### src/rtl/sref_pos_pkg.sv
package sref_pos_pkg;

   typedef enum logic {
      SPACING_COARSE = 1'b0,
      SPACING_FINE   = 1'b1
   } spacing_e;

   // Width needed to count up to and hold a limit value.
   function automatic int cnt_width(input int limit);
      int w;
      w = 1;
      while ((1 << w) <= limit) w++;
      return w;
   endfunction

endpackage

### src/rtl/sref_rise_detect.sv
module sref_rise_detect (
   input  logic clk,
   input  logic rst_n,
   input  logic ref_tap,
   output logic rise
);

   logic ref_q;

   // Reset to 1 so that a tap already high at reset release is not an event.
   always_ff @(posedge clk or negedge rst_n) begin
      if (!rst_n) ref_q <= 1'b1;
      else        ref_q <= ref_tap;
   end

   assign rise = ref_tap & ~ref_q;

endmodule

### src/rtl/sref_mark_gen.sv
module sref_mark_gen #(
   parameter int NUM_TAPS = 24,
   parameter int GUARD    = 1
) (
   input  logic [NUM_TAPS-1:0] smp,
   output logic [NUM_TAPS-1:0] marks
);

   localparam int NUM_PAIRS = NUM_TAPS - 1;

   logic [NUM_PAIRS-1:0] diff;

   // One boundary detector per adjacent tap pair.
   for (genvar k = 0; k < NUM_PAIRS; k++) begin : g_pair
      assign diff[k] = smp[k] ^ smp[k+1];
   end

   // Tap j is marked by any boundary k with j-1-GUARD <= k <= j+GUARD.
   for (genvar j = 0; j < NUM_TAPS; j++) begin : g_tap
      localparam int LO_RAW = j - 1 - GUARD;
      localparam int HI_RAW = j + GUARD;
      localparam int LO     = (LO_RAW < 0) ? 0 : LO_RAW;
      localparam int HI     = (HI_RAW > NUM_PAIRS - 1) ? NUM_PAIRS - 1 : HI_RAW;
      localparam int SPAN   = HI - LO + 1;
      assign marks[j] = |diff[HI:LO];
      if (SPAN < 1) begin : g_bad_span
         $error("sref_mark_gen: empty mark window");
      end
   end

endmodule

### src/rtl/sref_edge_counter.sv
module sref_edge_counter #(
   parameter int EDGE_MIN = 3
) (
   input  logic clk,
   input  logic rst_n,
   input  logic clr,
   input  logic inc,
   output logic reached
);

   localparam int CNT_W = sref_pos_pkg::cnt_width(EDGE_MIN);
   localparam logic [CNT_W-1:0] LIMIT = CNT_W'(EDGE_MIN);

   logic [CNT_W-1:0] cnt_q;

   always_ff @(posedge clk or negedge rst_n) begin
      if (!rst_n)                    cnt_q <= '0;
      else if (clr)                  cnt_q <= '0;
      else if (inc && cnt_q < LIMIT) cnt_q <= cnt_q + 1'b1;
   end

   assign reached = (cnt_q == LIMIT);

endmodule

### src/rtl/sref_pos_accum.sv
module sref_pos_accum #(
   parameter int NUM_TAPS = 24
) (
   input  logic                clk,
   input  logic                rst_n,
   input  logic                clr,
   input  logic                load,
   input  logic [NUM_TAPS-1:0] marks,
   output logic [NUM_TAPS-1:0] status
);

   localparam logic [NUM_TAPS-1:0] END_MASK = {1'b1, {(NUM_TAPS-2){1'b0}}, 1'b1};

   logic [NUM_TAPS-1:0] acc_q;

   always_ff @(posedge clk or negedge rst_n) begin
      if (!rst_n)    acc_q <= '0;
      else if (clr)  acc_q <= '0;
      else if (load) acc_q <= acc_q | marks;
   end

   assign status = acc_q | END_MASK;

endmodule

### src/rtl/sref_pos_detector.sv
module sref_pos_detector #(
   parameter int NUM_TAPS   = 24,
   parameter int EDGE_MIN   = 3,
   parameter int GUARD      = 1,
   parameter bit ZOOM_RESET = 1'b1
) (
   input  logic                clk,
   input  logic                rst_n,
   input  logic                restart,
   input  logic [NUM_TAPS-1:0] tap_smp,
   input  logic                zoom_req,
   output logic                zoom_o,
   output logic [NUM_TAPS-1:0] pos_status,
   output logic                pos_valid
);

   import sref_pos_pkg::*;

   if (NUM_TAPS < 4) begin : g_chk_taps
      $error("sref_pos_detector: NUM_TAPS must be at least 4");
   end
   if (EDGE_MIN < 1) begin : g_chk_edges
      $error("sref_pos_detector: EDGE_MIN must be at least 1");
   end
   if (GUARD < 0 || GUARD >= NUM_TAPS) begin : g_chk_guard
      $error("sref_pos_detector: GUARD out of range");
   end

   logic                evt;
   logic [NUM_TAPS-1:0] marks;
   spacing_e            zoom_q;

   sref_rise_detect u_rise (
      .clk     (clk),
      .rst_n   (rst_n),
      .ref_tap (tap_smp[0]),
      .rise    (evt)
   );

   sref_mark_gen #(
      .NUM_TAPS (NUM_TAPS),
      .GUARD    (GUARD)
   ) u_marks (
      .smp   (tap_smp),
      .marks (marks)
   );

   sref_edge_counter #(
      .EDGE_MIN (EDGE_MIN)
   ) u_cnt (
      .clk     (clk),
      .rst_n   (rst_n),
      .clr     (restart),
      .inc     (evt),
      .reached (pos_valid)
   );

   sref_pos_accum #(
      .NUM_TAPS (NUM_TAPS)
   ) u_acc (
      .clk    (clk),
      .rst_n  (rst_n),
      .clr    (restart),
      .load   (evt),
      .marks  (marks),
      .status (pos_status)
   );

   always_ff @(posedge clk or negedge rst_n) begin
      if (!rst_n) zoom_q <= spacing_e'(ZOOM_RESET);
      else        zoom_q <= spacing_e'(zoom_req);
   end

   assign zoom_o = zoom_q;

endmodule

### config.mk
export PLATFORM = sky130hd
export DESIGN_NAME = sref_pos_detector
export DESIGN_NICKNAME = d
export VERILOG_FILES = /design/src/rtl/sref_pos_pkg.sv /design/src/rtl/sref_rise_detect.sv /design/src/rtl/sref_mark_gen.sv /design/src/rtl/sref_edge_counter.sv /design/src/rtl/sref_pos_accum.sv /design/src/rtl/sref_pos_detector.sv
export SDC_FILE = /design/constraint.sdc
export NUM_CORES = 1
export LEC_CHECK = 0
export BUFFER_PORTS_ARGS = -buffer_cell sky130_fd_sc_hd__buf_4
export CORE_AREA = 5 5 63 65
export CTS_BUF_LIST = sky130_fd_sc_hd__clkbuf_2
export DETAILED_ROUTE_END_ITERATION = 12
export DIE_AREA = 0 0 68 70
export GPL_TIMING_DRIVEN = 0
export HOLD_SLACK_MARGIN = 0.1
export PLACE_DENSITY = 0.79
export SLEW_MARGIN = 20
export SYNTH_ARGS = -nofsm -noshare
export SYNTH_HDL_FRONTEND = slang
export SYNTH_HIERARCHICAL = 1
export SYNTH_SLANG_ARGS = --single-unit
### constraint.sdc
create_clock -name clk -period 1.1 [get_ports clk]
set_input_delay 0.055 -clock clk [delete_from_list [all_inputs] [get_ports clk]]
set_output_delay 0.055 -clock clk [all_outputs]
set_load 0.03 [all_outputs]
==> results of run 1 <==
-- layout by cell type (no fill, tap or decap), types with 4 or more instances in the layout --
master and count:
buf_4 51, nor2_1 28, a21oi_4 5, dlygate4sd3_1 14, dfrtp_1 24, a2bb2oi_1 6, nand3_1 6, a21oi_1 4
nand2_1 9, or4_1 4, nor3_1 4, o22a_1 5, a21oi_2 14
-- power groups by stage --
stage	combinational (mW)	sequential (mW)	clock, mW
4_1_cts	0.622	1.06	0.357
2_1_floorplan	0.191	1.19	0
3_5_place_dp	0.579	1.08	0
3_3_place_gp	0.567	1.08	0
6_report	0.694	1.08	0.334
5_1_grt	0.739	1.08	0.379
-- critical path, stage by stage, from the launching register on --
cell and delay, ps:
dfstp_2 430, nor2b_4 220, nor2b_4 200, mux2_4 310
-- timing repair --
| item | in CTS | in global routing |
|---|---|---|
| setup endpoints to repair | 4 | 22 |
| hold buffers | 14 | 0 |
| setup buffers | 0 | 2 |
| hold endpoints to repair | 41 | 0 |
| gates cloned | 0 | 0 |
| pin swaps | 1 | 4 |
| resized for setup | 3 | 30 |
-- sequential cells by signal (all words and copies together) (netlist names) --
register,cells
u_acc/acc_q,22
u_cnt/cnt_q,2
u_rise/ref_q,1
zoom_o,1
-- area by class of cell --
class,count,area [um2],area share [%]
multi-input cells,116,826,38.1
flip-flops and latches,26,653,30.1
repair buffers,66,542,25.0
plain buffers,7,63.8,2.94
well taps,46,57.6,2.65
clock buffers,3,15.0,0.692
inverters,3,11.3,0.519
-- layer usage --
layer	routed length, um	up-vias	global-route usage, %
met1	1680	699	21.0
met2	2150	66	27.0
met3	335	6	2.24
met4	59	0	6.62
met5	0	-	0
li1	-	696	-
-- through the flow --
| step | area (um2) | hold slack (ps) | cells | utilization, % | TNS, ps |
|---|---|---|---|---|---|
| floorplan | 1420 | -241 | 152 | - | -33.7 |
| global placement | 1850 | -22.0 | 248 | 56.3 | -1330 |
| detailed placement | 1850 | -19.2 | 248 | 56.3 | -1470 |
| CTS | 2020 | 101 | 265 | 61.4 | -232 |
| global route | 2170 | 107 | 267 | 66.0 | -624 |
| finish | 2170 | 118 | 267 | 66.0 | -281 |
-- final timing paths --
check / startpoint / to / slack [ps]
worst max-delay path: u_rise/ref_q / u_cnt/cnt_q[0] / -130
worst min-delay path: rst_n / u_acc/acc_q[16] / 120
worst max register to register: u_rise/ref_q / u_cnt/cnt_q[0] / -130
worst min register to register: u_acc/acc_q[8] / u_acc/acc_q[8] / 540
max in group asynchronous: rst_n / zoom_o / 680
min in group clk: tap_smp[4] / u_acc/acc_q[2] / 130
==> summary.md, run 1 <==
| Metric | Value |
|---|---|
| Status | `finished, violations left` |
| Failing checks | `setup timing` |
| Row count | `21` |
| YS warnings | `6` |
| P_leak | `0.970 nW` |
| Sequential fraction of design power | `about half` |
| Req. time, crit path | `1360 ps` |
| Die width | `68 um` |
| Placer Congestion | `0.785` |
| Buffers from clock root to sink, at most | `2` |
| Setup slack at placement | `-208 ps` |
| Max frequency | `0.810 GHz` |
| Io pins | `54` |
| Sw Ratio | `between 30 and 40%` |
| Number of global-route vias before repair | `1310` |
| Routed length per placed instance | `approximately 16 um` |
| Int Power | `between 1 and 1.5 mW` |
| Largest net degree at the start of global routing | `27` |
| First-pass GRT wire length | `about 6100 um` |
| Die area | `0.00476 mm2` |
| Initial antenna violation count | `0` |
| Type of the most critical hold path | `input port to asynchronous set/reset pin` |
| Area Growth Syn to Fin | `55.3%` |
| GR Overflow Total | `0` |
| RSZ-0062 raised after global routing | `yes` |
| Syn avg cell area | `a little over 9 um2` |
| Worst ir drop on vdd | `0.460 mV` |
| H-tree lvl count | `1` |
| Worst-case reg-to-reg path depth | `3` |
| Post-DRT Antenna Nets | `0` |
| Drt first-iter violations | `slightly below 70` |
| Drt drc | `0` |
| CTS Sinks | `26` |
| Min Tclk post-route | `1230 ps` |
| Worst setup EP type | `register` |
| Share of cells above drive strength 1 | `42.5%` |
| Diodes inserted | `0` |
| Max-cap violations | `0` |
| Final worst slack | `-135 ps` |
| Logic pwr share | `around a third` |
| Number of fill cells | `between 200 and 300` |
| Routed WL | `4220 um` |
| Clock latency on the worst-skew pair | `340 ps` |
| DRT Pass-1 Iters | `4` |
| Die height | `~70 um` |
| Period utilisation layout | `112%` |
| Total power | `2.10 mW` |
| Starting density of the core | `42.5%` |
| Critical path class | `register to register` |
| Slew Limit Fails | `0` |
| Headroom to the max-slew limit | `between 60% and 70%` |
| Arrival @ worst endpoint | `1490 ps` |
| Clock network fraction of total power | `15.9%` |
| CTS buffer count | `3` |
| DP HPWL | `2770 um` |
| Vias | `1467` |
| CTS tree | `done` |
| Final hold viol count | `0` |
| Tot GR Track Use | `16.3%` |
| Worst-margin pin slew | `491 ps` |
| Final #Nets | `252` |
| Critical path startpoint category | `register` |
| Post-Synthesis Cells | `151` |
| Critical path peak fanout | `6` |
| Sw Pwr | `0.694 mW` |
| Vias per inst | `5.49` |
| Clk_skew | `11.3 ps` |
| Reg clk slew, reported paths | `about 220 ps` |
| CTS root buffer | `clkbuf_2` |
| Core ar. | `0.00328 mm2` |
| Setup violators final | `9` |
| PD cells | `970 mW/mm2` |
| Synthesized area | `0.00140 mm2` |
| PortBufs | `50` |
No activity file was read; power rests on OpenSTA's default activity.
==> run 2: changes to the inputs <==
--- a/config.mk
+++ b/config.mk
@@ -7,7 +7,7 @@
 export LEC_CHECK = 0
 export BUFFER_PORTS_ARGS = -buffer_cell sky130_fd_sc_hd__buf_4
 export CORE_AREA = 5 5 63 65
-export CTS_BUF_LIST = sky130_fd_sc_hd__clkbuf_2
+export CTS_BUF_LIST = sky130_fd_sc_hd__clkbuf_8
 export DETAILED_ROUTE_END_ITERATION = 12
 export DIE_AREA = 0 0 68 70
 export GPL_TIMING_DRIVEN = 0
==> summary.md, run 2 (synthesized netlist as in run 1, its figures left out) <==
| Metric | Value |
|---|---|
| H-tree lvl count | `1 (unchanged)` |
| Multi-input gate area in the final layout | `757 um2 (-8.3%)` |
| Failing checks | `setup timing` |
| Share of cells above drive strength 1 | `39.3% (-3.2 points)` |
| Non-filler cells in the finished layout | `257 (-3.7%)` |
| Slew Limit Fails | `0 (unchanged)` |
| Row count | `21 (unchanged)` |
| Routed WL | `3720 um (-12%)` |
| Commonest non-fill, non-tap cells in the layout | `buf_4 (53), nor2_1 (29), dfrtp_1 (24), a21oi_1 (12)` |
| Top flop regs | `u_acc/acc_q: 22 flops, u_cnt/cnt_q: 2 flops` |
| Critical path startpoint category | `register` |
| Clock latency on the worst-skew pair | `260 ps (-80 ps)` |
| First-pass GRT wire length | `5890 um (-3.3%)` |
| Post-Layout Inst Area | `0.00201 mm2 (-7.5%)` |
| Area Growth Syn to Fin | `43.6%` |
| Number of fill cells | `296 (+10%)` |
| Reg clk slew, reported paths | `80 ps (-140 ps)` |
| DP HPWL | `2770 um (unchanged)` |
| Status | `finished, violations left` |
| Die width | `68 um (unchanged)` |
| Vias | `1343 (-8.5%)` |
| PD cells | `1100 mW/mm2 (+13%)` |
| Hold_ws | `171 ps (+52.9 ps)` |
| CTS buffer count | `3 (unchanged)` |
| Max-cap violations | `0 (unchanged)` |
| Initial antenna violation count | `0 (unchanged)` |
| Diodes inserted | `0 (unchanged)` |
| Largest net degree at the start of global routing | `27 (unchanged)` |
| Arrival @ worst endpoint | `1310 ps (-180 ps)` |
| Post-DRT Antenna Nets | `0 (unchanged)` |
| Tot GR Track Use | `15.9% (-0.49 points)` |
| CTS root buffer | `clkbuf_8` |
| Commonest non-fill, non-tap cell in the layout | `buf_4` |
| Max FFs per register | `22 (unchanged)` |
| DP Area | `0.00185 mm2 (unchanged)` |
| Worst setup EP type | `register` |
| Period utilisation layout | `106% (-6.6 points)` |
| Critical path peak fanout | `3 (-3)` |
| Setup violators final | `1 (-8)` |
| Min Tclk post-route | `1160 ps (-72.3 ps)` |
| Total power | `2.20 mW (+4.5%)` |
| RSZ-0062 raised after global routing | `yes` |
| Buffers from clock root to sink, at most | `2 (unchanged)` |
| Routed length per placed instance | `14.5 um (-8.5%)` |
| Critical path class | `register to register` |
| Type of the most critical hold path | `input port to register` |
| Drt first-iter violations | `88 (+29%)` |
| GR Overflow Total | `0 (unchanged)` |
| CTS tree | `done` |
| Reg with most FFs | `u_acc/acc_q` |
| Core ar. | `0.00328 mm2 (unchanged)` |
| Final hold viol count | `0 (unchanged)` |
| Placer Congestion | `0.785 (unchanged)` |
| Die height | `70 um (unchanged)` |
| Clk_skew | `0.756 ps (-10.5 ps)` |
| Io pins | `54 (unchanged)` |
| PortBufs | `50 (unchanged)` |
| Final worst slack | `-62.6 ps (+72.3 ps)` |
| FF+latch area | `653 um2 (unchanged)` |
| Drt drc | `0 (unchanged)` |
| Req. time, crit path | `1250 ps (-110 ps)` |
| Die area | `0.00476 mm2 (unchanged)` |
| Worst ir drop on vdd | `0.508 mV (+11%)` |
| CTS Sinks | `26 (unchanged)` |
| Final #Nets | `242 (-4.0%)` |
| P_leak | `0.918 nW (-5.4%)` |
| Vias per inst | `5.23 (-4.9%)` |
| Placed Instances | `248 (unchanged)` |
| R2R setup slack | `-60 ps (+70 ps)` |
| Max frequency | `0.860 GHz (+6.2%)` |
| Number of global-route vias before repair | `1288 (-1.7%)` |
| DRT Pass-1 Iters | `4 (unchanged)` |
| Starting density of the core | `42.5% (unchanged)` |
-- run 2: changes by cell type in the layout (fill, tap and decap cells not counted), moves of 3 or more --
cell,before,now
a21oi_1,4,12
a21oi_2,14,9
a21oi_4,5,2
clkbuf_2,3,0
clkbuf_8,0,3
dlygate4sd3_1,14,4
-- run 2: worst paths after layout --
check / from / endpoint / cells past startpoint
hold reg to reg: u_acc/acc_q[15] / u_acc/acc_q[15] / 2
hold / removal: tap_smp[10] / u_acc/acc_q[12] / 4
max in group asynchronous: rst_n / u_rise/ref_q / 2
setup reg to reg: u_cnt/cnt_q[0] / u_cnt/cnt_q[0] / 3
setup / recovery: u_cnt/cnt_q[0] / u_cnt/cnt_q[0] / 3
min in group asynchronous: rst_n / u_acc/acc_q[15] / 2
-- run 2: where the power goes --
part / internal [mW] / switching, mW
sequential: 1.02 / 0.0451
clock: 0.245 / 0.268
combinational: 0.268 / 0.352
-- run 2: per-layer routing --
metal / up-vias / global-route usage (%) / routed length (um)
met3: 4 / 2.40 / 255
met1: 628 / 19.9 / 1560
li1: 673 / - / -
met2: 38 / 26.7 / 1850
met4: 0 / 6.18 / 55
met5: - / 0 / 0
-- run 2: what timing repair did --
item                                    4_1_cts  5_1_grt
hold buffers                                  4        0
gates resized for setup                       0       14
hold endpoints to repair                     30        0
setup buffers                                 2        0
gates cloned                                  0        0
endpoints found under the setup margin        2       13
pin swaps                                     0        4
-- run 2: critical path: stages, from the launching register on --
cell	delay, ps
dfrtp_1	430
ha_4	190
nor2b_4	120
mux2_4	310
-- run 2: cell type report --
class,instances,area share (%)
buffer,7,2.56
clock buffer,3,2.06
inverter,3,0.561
multi-input combinational,116,37.7
sequential,26,32.6
tap,46,2.87
timing repair buffer,56,21.6
-- run 2: metrics by stage --
step / TNS, ps / utilization [%] / worst slack [ps]
floorplan: -33.7 / - / -33.7
global placement: -1330 / 56.3 / -164
detailed placement: -1470 / 56.3 / -208
CTS: -79.0 / 59.2 / -69.7
global route: -211 / 61.1 / -102
finish: -62.6 / 61.1 / -62.6
==> run 3: changes to the inputs <==
--- a/config.mk
+++ b/config.mk
@@ -6,13 +6,16 @@
 export NUM_CORES = 1
 export LEC_CHECK = 0
 export BUFFER_PORTS_ARGS = -buffer_cell sky130_fd_sc_hd__buf_4
-export CORE_AREA = 5 5 63 65
+export CELL_PAD_IN_SITES_DETAIL_PLACEMENT = 1
+export CELL_PAD_IN_SITES_GLOBAL_PLACEMENT = 2
+export CORE_AREA = 5 5 80 82
 export CTS_BUF_LIST = sky130_fd_sc_hd__clkbuf_8
 export DETAILED_ROUTE_END_ITERATION = 12
-export DIE_AREA = 0 0 68 70
+export DIE_AREA = 0 0 85 87
 export GPL_TIMING_DRIVEN = 0
 export HOLD_SLACK_MARGIN = 0.1
-export PLACE_DENSITY = 0.79
+export PLACE_DENSITY_LB_ADDON = 0.1
+export SKIP_LAST_GASP = 1
 export SLEW_MARGIN = 20
 export SYNTH_ARGS = -nofsm -noshare
 export SYNTH_HDL_FRONTEND = slang
==> summary.md, run 3 (synthesized netlist as in run 1, its figures left out) <==
| Metric | Value |
|---|---|
| Clk_skew | `6.23 ps (+5.48 ps)` |
| Max-cap violations | `0 (unchanged)` |
| Slew Limit Fails | `0 (unchanged)` |
| DP HPWL | `3340 um (+21%)` |
| Die height | `87 um (+24%)` |
| Starting density of the core | `24.6% (-18 points)` |
| Hold-critical path depth | `4 (unchanged)` |
| Failing checks | `setup timing` |
| Commonest non-fill, non-tap cell in the layout | `buf_4` |
| Die area | `0.00740 mm2 (+55%)` |
| Type of the most critical hold path | `input port to register` |
| Diodes inserted | `0 (unchanged)` |
| CTS Sinks | `26 (unchanged)` |
| P_leak | `0.944 nW (+2.9%)` |
| Vias per inst | `4.76 (-8.9%)` |
| DRT Pass-1 Iters | `4 (unchanged)` |
| Min Tclk post-route | `1170 ps (+11.8 ps)` |
| CTS tree | `done` |
| Final #Nets | `242 (unchanged)` |
| Worst-case reg-to-reg path depth | `5 (+2)` |
| Period utilisation layout | `107% (+1.1 points)` |
| Tot GR Track Use | `12.0% (-3.9 points)` |
| Routed WL | `4210 um (+13%)` |
| H-tree lvl count | `1 (unchanged)` |
| Io pins | `54 (unchanged)` |
| PortBufs | `50 (unchanged)` |
| Req. time, crit path | `1250 ps (about the same)` |
| First-pass GRT wire length | `7260 um (+23%)` |
| Total power | `2.35 mW (+6.8%)` |
| Core ar. | `0.00568 mm2 (+73%)` |
| Setup violators final | `23 (+22)` |
| Routed length per placed instance | `14.7 um (+1.4%)` |
| Top flop regs | `u_acc/acc_q: 22 flops, u_cnt/cnt_q: 2 flops` |
| CTS buffer count | `3 (unchanged)` |
| Max frequency | `0.852 GHz (-1.0%)` |
| Placer Congestion | `0.772 (-1.7%)` |
| Worst setup EP type | `register` |
| Initial antenna violation count | `0 (unchanged)` |
| Post-DRT Antenna Nets | `0 (unchanged)` |
| Reg clk slew, reported paths | `90 ps (about the same)` |
| Status | `finished, violations left` |
| Die width | `85 um (+25%)` |
| Arrival @ worst endpoint | `1330 ps (+20 ps)` |
| Row count | `28 (+33%)` |
| Largest net degree at the start of global routing | `27 (unchanged)` |
| Critical path peak fanout | `10 (+7)` |
| Final worst slack | `-74.3 ps (-11.8 ps)` |
| Drt first-iter violations | `32 (-64%)` |
| PD cells | `1100 mW/mm2 (about the same)` |
| TNS Setup | `-1270 ps (-1200 ps)` |
| Buffers from clock root to sink, at most | `2 (unchanged)` |
| Post-Layout Inst Area | `0.00214 mm2 (+6.8%)` |
| Drt drc | `0 (unchanged)` |
| RSZ-0062 raised after global routing | `yes` |
| Max FFs per register | `22 (unchanged)` |
| Critical path startpoint category | `register` |
| GR Overflow Total | `0 (unchanged)` |
| Commonest non-fill, non-tap cells in the layout | `buf_4 (52), nor2_1 (29), dfrtp_1 (24), a21oi_2 (18), nand2_1 (9)` |
| Worst ir drop on vdd | `0.490 mV (-3.5%)` |
| Vias | `1366 (+1.7%)` |
| Critical path class | `register to register` |
| Final hold viol count | `0 (unchanged)` |
| DP Area | `0.00189 mm2 (+2.0%)` |
| Reg with most FFs | `u_acc/acc_q` |
| Number of fill cells | `657 (+120%)` |
| Share of cells above drive strength 1 | `44.8% (+5.5 points)` |
| CTS root buffer | `clkbuf_8` |
| Area Growth Syn to Fin | `53.4%` |
| Setup slack at placement | `-199 ps (+8.68 ps)` |
| Clock latency on the worst-skew pair | `270 ps (about the same)` |
| Number of global-route vias before repair | `1539 (+19%)` |
[run 3: changes by cell type in the layout (fill, tap and decap cells not counted)]
cell	change
a21oi_4	+2
clkbuf_8	+1
buf_6	-2
buf_4	-1
a21oi_2	+9
buf_12	+3
a21oi_1	-11
[run 3: per-layer routing]
layer | up-vias | global-route usage (%) | wire length, um
met3 | 2 | 2.74 | 264
li1 | 673 | - | -
met1 | 655 | 14.9 | 1940
met4 | 0 | 3.02 | 26
met2 | 36 | 20.8 | 1980
met5 | - | 0 | 0
[run 3: layout make-up]
cell class	instances	area [um2]	area share (%)
Buffer	7	68.8	3.21
Clock buffer	4	55.1	2.57
Inverter	3	11.3	0.526
Multi-Input combinational cell	116	813	38.0
Sequential cell	26	653	30.5
Tap cell	75	93.8	4.38
Timing Repair Buffer	56	447	20.9
[run 3: stage by stage]
step	hold WS [ps]	std cells	utilization, %
global placement	-17.7	277	33.2
detailed placement	-11.3	277	33.2
CTS	148	287	36.9
global route	160	287	37.7
finish	154	287	37.7
floorplan	-241	152	-
[run 3: timing repair]
action                                  in CTS  in global routing
resized for setup                           23                  8
setup buffers                                2                  0
hold buffers                                 4                  0
endpoints found under the hold margin       30                  0
pin swaps                                    3                  7
endpoints found under the setup margin       2                 24
[run 3: worst paths after layout]
path	startpoint	endpoint	slack, ps
min in group asynchronous	rst_n	u_acc/acc_q[22]	230
max reg2reg	u_rise/ref_q	u_acc/acc_q[13]	-70
max	u_rise/ref_q	u_acc/acc_q[13]	-70
max in group asynchronous	rst_n	zoom_o	570
min reg2reg	u_acc/acc_q[11]	u_acc/acc_q[11]	510
min	tap_smp[10]	u_acc/acc_q[12]	150
[run 3: worst max-delay path, cell delays in order, from the launching register on]
cell and delay, ps:
dfstp_2 560, nor2b_4 50, buf_12 130, buf_12 140, a21oi_2 130, nor2_1 50
[run 3: where the power goes]
group          switching (mW)  internal, mW
clock                   0.300         0.320
combinational           0.364         0.292
sequential             0.0522          1.02
total                   0.716          1.63
